<file path="src/rtl/uart_regif_pkg.sv">
package uart_regif_pkg;
  typedef enum logic [3:0] {
    SEL_NONE, SEL_RBR_THR, SEL_IER, SEL_DLL, SEL_DLH, SEL_IIR,
    SEL_LCR, SEL_MCR, SEL_LSR, SEL_MSR, SEL_SCR, SEL_GCTL
  } reg_sel_e;

  // word slot index (offset / 4)
  localparam int unsigned SLOT_DATA = 0;
  localparam int unsigned SLOT_IER  = 1;
  localparam int unsigned SLOT_IIR  = 2;
  localparam int unsigned SLOT_LCR  = 3;
  localparam int unsigned SLOT_MCR  = 4;
  localparam int unsigned SLOT_LSR  = 5;
  localparam int unsigned SLOT_MSR  = 6;
  localparam int unsigned SLOT_SCR  = 7;
  localparam int unsigned SLOT_GCTL = 9;

  localparam int unsigned LCR_DLAB_BIT = 7;
  localparam int unsigned IER_TX_BIT   = 1;
  localparam int unsigned MCR_LOOP_BIT = 4;
  localparam int unsigned LSR_DR_BIT   = 0;
  localparam int unsigned LSR_THRE_BIT = 5;
  localparam int unsigned LSR_TEMT_BIT = 6;

  localparam logic [7:0] DLL_RST = 8'h01;
  localparam logic [7:0] IIR_VAL = 8'h01;
  localparam logic [7:0] LSR_RST = 8'h60;
endpackage

</file>
<file path="src/rtl/uart_regif_decode.sv">
module uart_regif_decode
  import uart_regif_pkg::*;
#(
  parameter int unsigned AW        = 6,
  parameter int unsigned SW        = 2,
  parameter int unsigned SIZE_HALF = 1
) (
  input  logic          req_i,
  input  logic [AW-1:0] addr_i,
  input  logic [SW-1:0] size_i,
  input  logic          dlab_i,
  output reg_sel_e      sel_o,
  output logic          err_width_o,
  output logic          err_map_o
);
  localparam int unsigned SLOT_W = AW - 2;

  logic [SLOT_W-1:0] slot;
  logic              aligned;

  assign slot    = addr_i[AW-1:2];
  assign aligned = (addr_i[1:0] == 2'b00);
  assign err_width_o = req_i && (size_i != SW'(SIZE_HALF));

  always_comb begin
    sel_o = SEL_NONE;
    if (req_i && !err_width_o && aligned) begin
      case (slot)
        SLOT_W'(SLOT_DATA): sel_o = dlab_i ? SEL_DLL : SEL_RBR_THR;
        SLOT_W'(SLOT_IER):  sel_o = dlab_i ? SEL_DLH : SEL_IER;
        SLOT_W'(SLOT_IIR):  sel_o = SEL_IIR;
        SLOT_W'(SLOT_LCR):  sel_o = SEL_LCR;
        SLOT_W'(SLOT_MCR):  sel_o = SEL_MCR;
        SLOT_W'(SLOT_LSR):  sel_o = SEL_LSR;
        SLOT_W'(SLOT_MSR):  sel_o = SEL_MSR;
        SLOT_W'(SLOT_SCR):  sel_o = SEL_SCR;
        SLOT_W'(SLOT_GCTL): sel_o = SEL_GCTL;
        default:            sel_o = SEL_NONE;
      endcase
    end
  end

  assign err_map_o = req_i && !err_width_o && (sel_o == SEL_NONE);
endmodule

</file>
<file path="src/rtl/uart_regif_rxpath.sv">
module uart_regif_rxpath #(
  parameter int unsigned BW = 8
) (
  input  logic          clk_i,
  input  logic          rst_ni,
  input  logic          wr_thr_i,
  input  logic          rd_rbr_i,
  input  logic          loop_en_i,
  input  logic [BW-1:0] thr_byte_i,
  input  logic          rx_valid_i,
  input  logic [BW-1:0] rx_data_i,
  output logic [BW-1:0] rbr_nxt_o,
  output logic          rx_pop_o,
  output logic          dr_live_o
);
  logic [BW-1:0] rbr_q, slot_q;
  logic          slot_full_q;

  always_comb begin
    rbr_nxt_o = rbr_q;
    rx_pop_o  = 1'b0;
    if (slot_full_q) begin
      rbr_nxt_o = slot_q;
    end else if (!loop_en_i && rx_valid_i) begin
      rbr_nxt_o = rx_data_i;
      rx_pop_o  = rd_rbr_i;
    end
  end

  assign dr_live_o = slot_full_q || (!loop_en_i && rx_valid_i);

  always_ff @(posedge clk_i or negedge rst_ni) begin
    if (!rst_ni) begin
      rbr_q       <= '0;
      slot_q      <= '0;
      slot_full_q <= 1'b0;
    end else begin
      if (rd_rbr_i) rbr_q <= rbr_nxt_o;
      if (wr_thr_i && loop_en_i) begin
        slot_q      <= thr_byte_i;
        slot_full_q <= 1'b1;
      end else if (rd_rbr_i && slot_full_q) begin
        slot_full_q <= 1'b0;
      end
    end
  end

  AST_SLOT_DRAIN: assert property (@(posedge clk_i) disable iff (!rst_ni)
    (rd_rbr_i && slot_full_q) |=> !slot_full_q) else $error("slot not drained");
  AST_POP_ONLY_EXTERNAL: assert property (@(posedge clk_i) disable iff (!rst_ni)
    rx_pop_o |-> (rx_valid_i && !loop_en_i && rd_rbr_i)) else $error("bad pop");
endmodule

</file>
<file path="src/rtl/uart_regif_lsr.sv">
module uart_regif_lsr
  import uart_regif_pkg::*;
#(
  parameter int unsigned BW = 8
) (
  input  logic          clk_i,
  input  logic          rst_ni,
  input  logic          rd_lsr_i,
  input  logic          dr_live_i,
  input  logic          tx_idle_i,
  output logic [BW-1:0] lsr_view_o
);
  logic [BW-1:0] sticky_q, live;

  always_comb begin
    live = '0;
    live[LSR_DR_BIT]   = dr_live_i;
    live[LSR_THRE_BIT] = tx_idle_i;
    live[LSR_TEMT_BIT] = tx_idle_i;
  end

  assign lsr_view_o = sticky_q | live;

  always_ff @(posedge clk_i or negedge rst_ni) begin
    if (!rst_ni)       sticky_q <= BW'(LSR_RST);
    else if (rd_lsr_i) sticky_q <= '0;
  end

  AST_LSR_CLEARS: assert property (@(posedge clk_i) disable iff (!rst_ni)
    rd_lsr_i |=> (lsr_view_o == live)) else $error("sticky not cleared");
endmodule

</file>
<file path="src/rtl/uart_regif.sv">
module uart_regif
  import uart_regif_pkg::*;
#(
  parameter int unsigned AW        = 6,
  parameter int unsigned DW        = 16,
  parameter int unsigned BW        = 8,
  parameter int unsigned SW        = 2,
  parameter int unsigned SIZE_HALF = 1
) (
  input  logic          clk_i,
  input  logic          rst_ni,
  input  logic          req_i,
  input  logic          we_i,
  input  logic [AW-1:0] addr_i,
  input  logic [SW-1:0] size_i,
  input  logic [DW-1:0] wdata_i,
  output logic [DW-1:0] rdata_o,
  output logic          err_o,
  output logic          err_width_o,
  output logic          tx_valid_o,
  output logic [BW-1:0] tx_data_o,
  input  logic          tx_idle_i,
  output logic          tx_event_o,
  input  logic          rx_valid_i,
  input  logic [BW-1:0] rx_data_i,
  output logic          rx_ready_o
);
  reg_sel_e      sel;
  logic          err_w, err_m, ok, wr, rd, wr_thr, rd_rbr, rd_lsr, dr_live;
  logic [BW-1:0] wbyte, rbr_nxt, lsr_view, rd_byte;
  logic [BW-1:0] dll_q, dlh_q, ier_q, lcr_q, mcr_q, scr_q, gctl_q;
  logic [DW-1:0] rdata_q;
  logic          err_q, errw_q, txv_q, txe_q;
  logic [BW-1:0] txd_q;
  logic          unused_hi;

  assign wbyte     = wdata_i[BW-1:0];
  assign unused_hi = ^wdata_i[DW-1:BW];

  uart_regif_decode #(.AW(AW), .SW(SW), .SIZE_HALF(SIZE_HALF)) i_decode (
    .req_i       (req_i),
    .addr_i      (addr_i),
    .size_i      (size_i),
    .dlab_i      (lcr_q[LCR_DLAB_BIT]),
    .sel_o       (sel),
    .err_width_o (err_w),
    .err_map_o   (err_m)
  );

  assign ok     = (sel != SEL_NONE);
  assign wr     = ok && we_i;
  assign rd     = ok && !we_i;
  assign wr_thr = wr && (sel == SEL_RBR_THR);
  assign rd_rbr = rd && (sel == SEL_RBR_THR);
  assign rd_lsr = rd && (sel == SEL_LSR);

  uart_regif_rxpath #(.BW(BW)) i_rxpath (
    .clk_i      (clk_i),
    .rst_ni     (rst_ni),
    .wr_thr_i   (wr_thr),
    .rd_rbr_i   (rd_rbr),
    .loop_en_i  (mcr_q[MCR_LOOP_BIT]),
    .thr_byte_i (wbyte),
    .rx_valid_i (rx_valid_i),
    .rx_data_i  (rx_data_i),
    .rbr_nxt_o  (rbr_nxt),
    .rx_pop_o   (rx_ready_o),
    .dr_live_o  (dr_live)
  );

  uart_regif_lsr #(.BW(BW)) i_lsr (
    .clk_i      (clk_i),
    .rst_ni     (rst_ni),
    .rd_lsr_i   (rd_lsr),
    .dr_live_i  (dr_live),
    .tx_idle_i  (tx_idle_i),
    .lsr_view_o (lsr_view)
  );

  always_comb begin
    case (sel)
      SEL_RBR_THR: rd_byte = rbr_nxt;
      SEL_IER:     rd_byte = ier_q;
      SEL_DLL:     rd_byte = dll_q;
      SEL_DLH:     rd_byte = dlh_q;
      SEL_IIR:     rd_byte = BW'(IIR_VAL);
      SEL_LCR:     rd_byte = lcr_q;
      SEL_MCR:     rd_byte = mcr_q;
      SEL_LSR:     rd_byte = lsr_view;
      SEL_SCR:     rd_byte = scr_q;
      SEL_GCTL:    rd_byte = gctl_q;
      default:     rd_byte = '0;
    endcase
  end

  always_ff @(posedge clk_i or negedge rst_ni) begin
    if (!rst_ni) begin
      dll_q  <= BW'(DLL_RST);
      dlh_q  <= '0;
      ier_q  <= '0;
      lcr_q  <= '0;
      mcr_q  <= '0;
      scr_q  <= '0;
      gctl_q <= '0;
    end else if (wr) begin
      case (sel)
        SEL_DLL:  dll_q  <= wbyte;
        SEL_DLH:  dlh_q  <= wbyte;
        SEL_IER:  ier_q  <= wbyte;
        SEL_LCR:  lcr_q  <= wbyte;
        SEL_MCR:  mcr_q  <= wbyte;
        SEL_SCR:  scr_q  <= wbyte;
        SEL_GCTL: gctl_q <= wbyte;
        default: ;
      endcase
    end
  end

  always_ff @(posedge clk_i or negedge rst_ni) begin
    if (!rst_ni) begin
      rdata_q <= '0;
      err_q   <= 1'b0;
      errw_q  <= 1'b0;
      txv_q   <= 1'b0;
      txe_q   <= 1'b0;
      txd_q   <= '0;
    end else begin
      rdata_q <= rd ? {{(DW-BW){1'b0}}, rd_byte} : '0;
      err_q   <= err_w || err_m;
      errw_q  <= err_w;
      txv_q   <= wr_thr;
      txe_q   <= wr_thr && ier_q[IER_TX_BIT];
      if (wr_thr) txd_q <= wbyte;
    end
  end

  assign rdata_o     = rdata_q;
  assign err_o       = err_q;
  assign err_width_o = errw_q;
  assign tx_valid_o  = txv_q;
  assign tx_data_o   = txd_q;
  assign tx_event_o  = txe_q;

  AST_UPPER_ZERO: assert property (@(posedge clk_i) disable iff (!rst_ni)
    rdata_o[DW-1:BW] == '0) else $error("upper byte set");
  AST_WIDTH_FIRST: assert property (@(posedge clk_i) disable iff (!rst_ni)
    (req_i && size_i != SW'(SIZE_HALF)) |=> (err_o && err_width_o)) else $error("width prio");
  AST_FAIL_NO_UPDATE: assert property (@(posedge clk_i) disable iff (!rst_ni)
    (req_i && !ok) |=> ($stable(lcr_q) && $stable(mcr_q) && $stable(scr_q) && $stable(gctl_q)
                        && $stable(ier_q) && $stable(dll_q) && $stable(dlh_q))) else $error("failed access wrote");
  AST_EVENT_WITH_BYTE: assert property (@(posedge clk_i) disable iff (!rst_ni)
    tx_event_o |-> tx_valid_o) else $error("event without byte");
  AST_ALIAS_KEEPS_DIV: assert property (@(posedge clk_i) disable iff (!rst_ni)
    (!lcr_q[LCR_DLAB_BIT]) |=> $stable(dlh_q)) else $error("divisor written without latch bit");
endmodule

</file>
<file path="config.mk">
export PLATFORM = sky130hd
export DESIGN_NAME = uart_regif
export DESIGN_NICKNAME = d
export VERILOG_FILES = /design/src/rtl/uart_regif_pkg.sv /design/src/rtl/uart_regif_decode.sv /design/src/rtl/uart_regif_rxpath.sv /design/src/rtl/uart_regif_lsr.sv /design/src/rtl/uart_regif.sv
export SDC_FILE = /design/constraint.sdc
export NUM_CORES = 1
export LEC_CHECK = 0
export BUFFER_PORTS_ARGS = -buffer_cell sky130_fd_sc_hd__buf_2
export CORE_MARGIN = 2
export CORE_UTILIZATION = 55
export DETAILED_ROUTE_END_ITERATION = 7
export PLACE_DENSITY = 0.77
export SYNTH_ARGS = -nofsm -noshare
export SYNTH_HDL_FRONTEND = slang
export SYNTH_SLANG_ARGS = --single-unit
</file>
<file path="constraint.sdc">
create_clock -name clk_i -period 3.3 [get_ports clk_i]
set_clock_uncertainty 0.2 [all_clocks]
set_input_delay 0.33 -clock clk_i [delete_from_list [all_inputs] [get_ports clk_i]]
set_output_delay 0.33 -clock clk_i [all_outputs]
set_load 0.005 [all_outputs]
</file>
==> flow_summary.toml <==
[global_routing]
track_usage_pct = 25.1
first_global_vias = 3347
met1_usage_pct = 35.0
grt_use_met2_pct = 39.7
antenna_found_initial = 0
grt_util_met3_pct = 3.05
grt_max_degree = 49
overflow = 0
grt_pass1_wl_um = 17200
top_usage_layer = "met2"

[hold_path]
min_to = "err_width_o"
hold_path_class = "in -> reg"
min_from = "size_i[1]"
holdPathStages = 3

[yosys]
synth_area_leaders = "dfrtp_1 50%, mux2_2 17%, nand2_1 2.1%"
yosysUniqueCellTypes = 59
synth_seq_cells = 94
synth-edff-count = 0
yosysTopAreaCellShare_pct = 49.7
yosys_warnings = 0
syn_inst = 394
yosys.area.top_type = "dfrtp_1"
synthFlopType = "dfrtp_1"
seq_area_frac_synth_pct = 50.8
avgSynthCellArea_um2 = 11.8
async_flop_share_pct = 100
netlist_area_um2 = 4630

[sta]
rsz0062_at_grt = "no"
slew_headroom_pct = 54.8
finalCriticalPeriod_ns = 3.02
finalHoldViolCount = 0
setup_slack_ns = 0.282
worst_slew_pin_slew_ns = 0.673
setup_viol = 0
finalSetupTns_ns = 0
fin_crit_sh_pct = 91.5
fmax_mhz = 331
slew_viol_final = 0

[setup_path]
timing.rr.end = "dll_q[5]"
path_cells = "dlygate4sd3_1 -> buf_2 -> or4b_1 -> or3_4 -> nor4_1 -> buf_2"
critPathMaxStageDelay_ns = 0.61
r2r_slack_ns = 0.94
worstSetupStartpointType = "input port"
r2r-start = "lcr_q[7]"
crit_buf_inv = 3
crit_family = "simple AND/OR/NAND/NOR gates"
cp.required_ns = 2.77
crit_slowest_cell = "or4b_1"
end_kind = "output port"
ff2ff_path_depth = 4
path_common_cell = "buf_2"
path_class = "in -> out"
cp_data_arrival_time_ns = 2.49
path_max_fanout = 6

[power_and_ir_drop]
ir_drop_mv = 0.301
p_per_area_nw_per_um2 = 415
p_leak_nw = 2.46

[clocking]
clock_latency_ns = 0.36
numCtsBuffers = 9
cts_max_level = 3
cts_num_sinks = 94
cts_tree = "done"
clockRootBuffer = "clkbuf_8"
path_clk_slew_ns = 0.09
clockBufferDepth = 2
post_cts_buffers = 0

[floorplanning]
die_x_um = 95.8
core_area_um2 = 8180
num_rows = 33
dieArea_um2 = 9180
floorplan.initialDensity_pct = 56.7
ioPinCount = 67
die_h_um = 95.8

[placed_design]
dpl_worst_slack_ns = 0.410
placed_area_um2 = 4980
place_congestion = 0.919
portBuffers = 50
hpwl_um = 7560

[cells_and_area]
final_common_cell = "dfrtp_1"
n_fill_cell = 639
n_antenna_cell = 0
stdcell_area_um2 = 5230
nNetsFinal = 484
mostFrequentLayoutCells = "92 x dfrtp_1, 72 x mux2_2, 49 x buf_2"
area_growth_pct = 12.7
drive_gt1_share_pct = 36.6

[job]
drv_cap = 0

[drt]
drt_iter0_drc = 333
vias = 3386
viasPerCell = 6.09
post_drt_wl_per_cell_um = 19.1
routed_wl_um = 10600
drc = 0
detail-route-antenna-nets = 0
firstDrtPassIters = 4

[run_status]
status = "completed"
[worst min-delay path, delay by kind of cell]
| kind | cells | cell delay (ns) |
|---|---|---|
| AOI/OAI and AO/OA | 1 | 0.08 |
| buffers and inverters | 2 | 0.18 |
[through the flow]
step | hold slack [ns] | utilization (%) | instances | power, mW
final | 0.0648 | 63.9 | 556 | 2.17
after global placement | 0.173 | 61.0 | 538 | 1.34
after floorplan | -0.166 | - | 401 | 1.27
after CTS | 0.0582 | 63.9 | 556 | 2.19
after global routing | 0.0924 | 63.9 | 556 | 2.25
after detailed placement | 0.179 | 61.0 | 538 | 1.34
[cell usage after synthesis, types with 2 or more instances]
master and count:
nor4_2 2, nor4bb_1 2, nor3_1 8, clkbuf_1 11
o21ai_0 9, a32oi_1 3, nor4b_1 2, nand2_1 26
nor3_2 2, dfrtp_1 92, a221oi_1 4, dfstp_2 2
a22o_1 10, a31oi_1 8, o22ai_1 8, o21bai_1 2
a41oi_1 4, a21boi_0 2, a211oi_1 6, buf_4 8
nand2b_1 6, nand3_1 3, inv_1 6, nor2b_1 6
nor2_1 21, a21oi_1 10, nor4_4 3, and2_1 3
mux2_2 72, mux2i_1 2, nand4_1 2, buf_2 7
or3_4 2, a22oi_1 9, and4_1 2, o211ai_1 3
buf_1 4
[routing by layer]
metal	part of all wire (%)	wire, um	vias up
li1	-	-	1555
met1	45	4740	1692
met2	48	5070	117
met3	5.5	582	22
met4	2.3	250	0
met5	0	0	-
[cells by family (layout without fill, tap and decap cells)]
family | after synthesis | count (layout) | share of synthesized area (%)
and+or+nand+nor | 101 | 101 | 13.7
DFF | 94 | 94 | 50.8
AOI/OAI and AO/OA | 85 | 85 | 13.3
muxes | 75 | 75 | 18.2
buffers and inverters | 37 | 87 | 3.83
other | 1 | 8 | 0.0809
xor gates and xnor gates | 1 | 1 | 0.189
[power breakdown]
part	internal (mW)	switching (mW)	total, mW
logic	0.0504	0.101	0.151
clock network	0.435	0.411	0.846
registers	1.16	0.00558	1.17
[worst max path at each step]
stage               from                  to  slack, ns  depth (start not counted)
6_report       size_i[0]          rx_ready_o       0.28                          6
2_1_floorplan  size_i[1]            dll_q[1]       0.96                          6
3_5_place_dp   addr_i[2]  i_rxpath.slot_q[0]       0.41                          6
5_1_grt        size_i[0]          rx_ready_o       0.21                          6
3_3_place_gp   size_i[1]  i_rxpath.slot_q[3]       0.52                          6
4_1_cts        size_i[0]          rx_ready_o       0.29                          6
[layout make-up]
type	instances	area, um2	area share (%)
multi-input cells	270	2130	40.7
clock buffers	10	128	2.44
inverters	7	26.3	0.503
clock inverters	6	93.8	1.80
well taps	105	131	2.51
repair buffers	64	363	6.94
flip-flops and latches	94	2350	45.1
[state kept, by name, indices dropped and copies added (netlist names)]
register / flops
rdata_o: 8
tx_event_o: 1
ier_q: 8
mcr_q: 8
i_lsr.sticky_q: 1
i_rxpath.slot_full_q: 1
tx_data_o: 8
lcr_q: 8
tx_valid_o: 1
err_width_o: 1
i_rxpath.rbr_q: 8
i_rxpath.slot_q: 8
dll_q: 8
scr_q: 8
err_o: 1
dlh_q: 8
gctl_q: 8
[repair_timing]
item                      in CTS  in global routing
hold endpoints to repair      46                  0
hold buffers                   2                  0
resized for setup              0                  0
No activity file was read; power rests on OpenSTA's default activity.
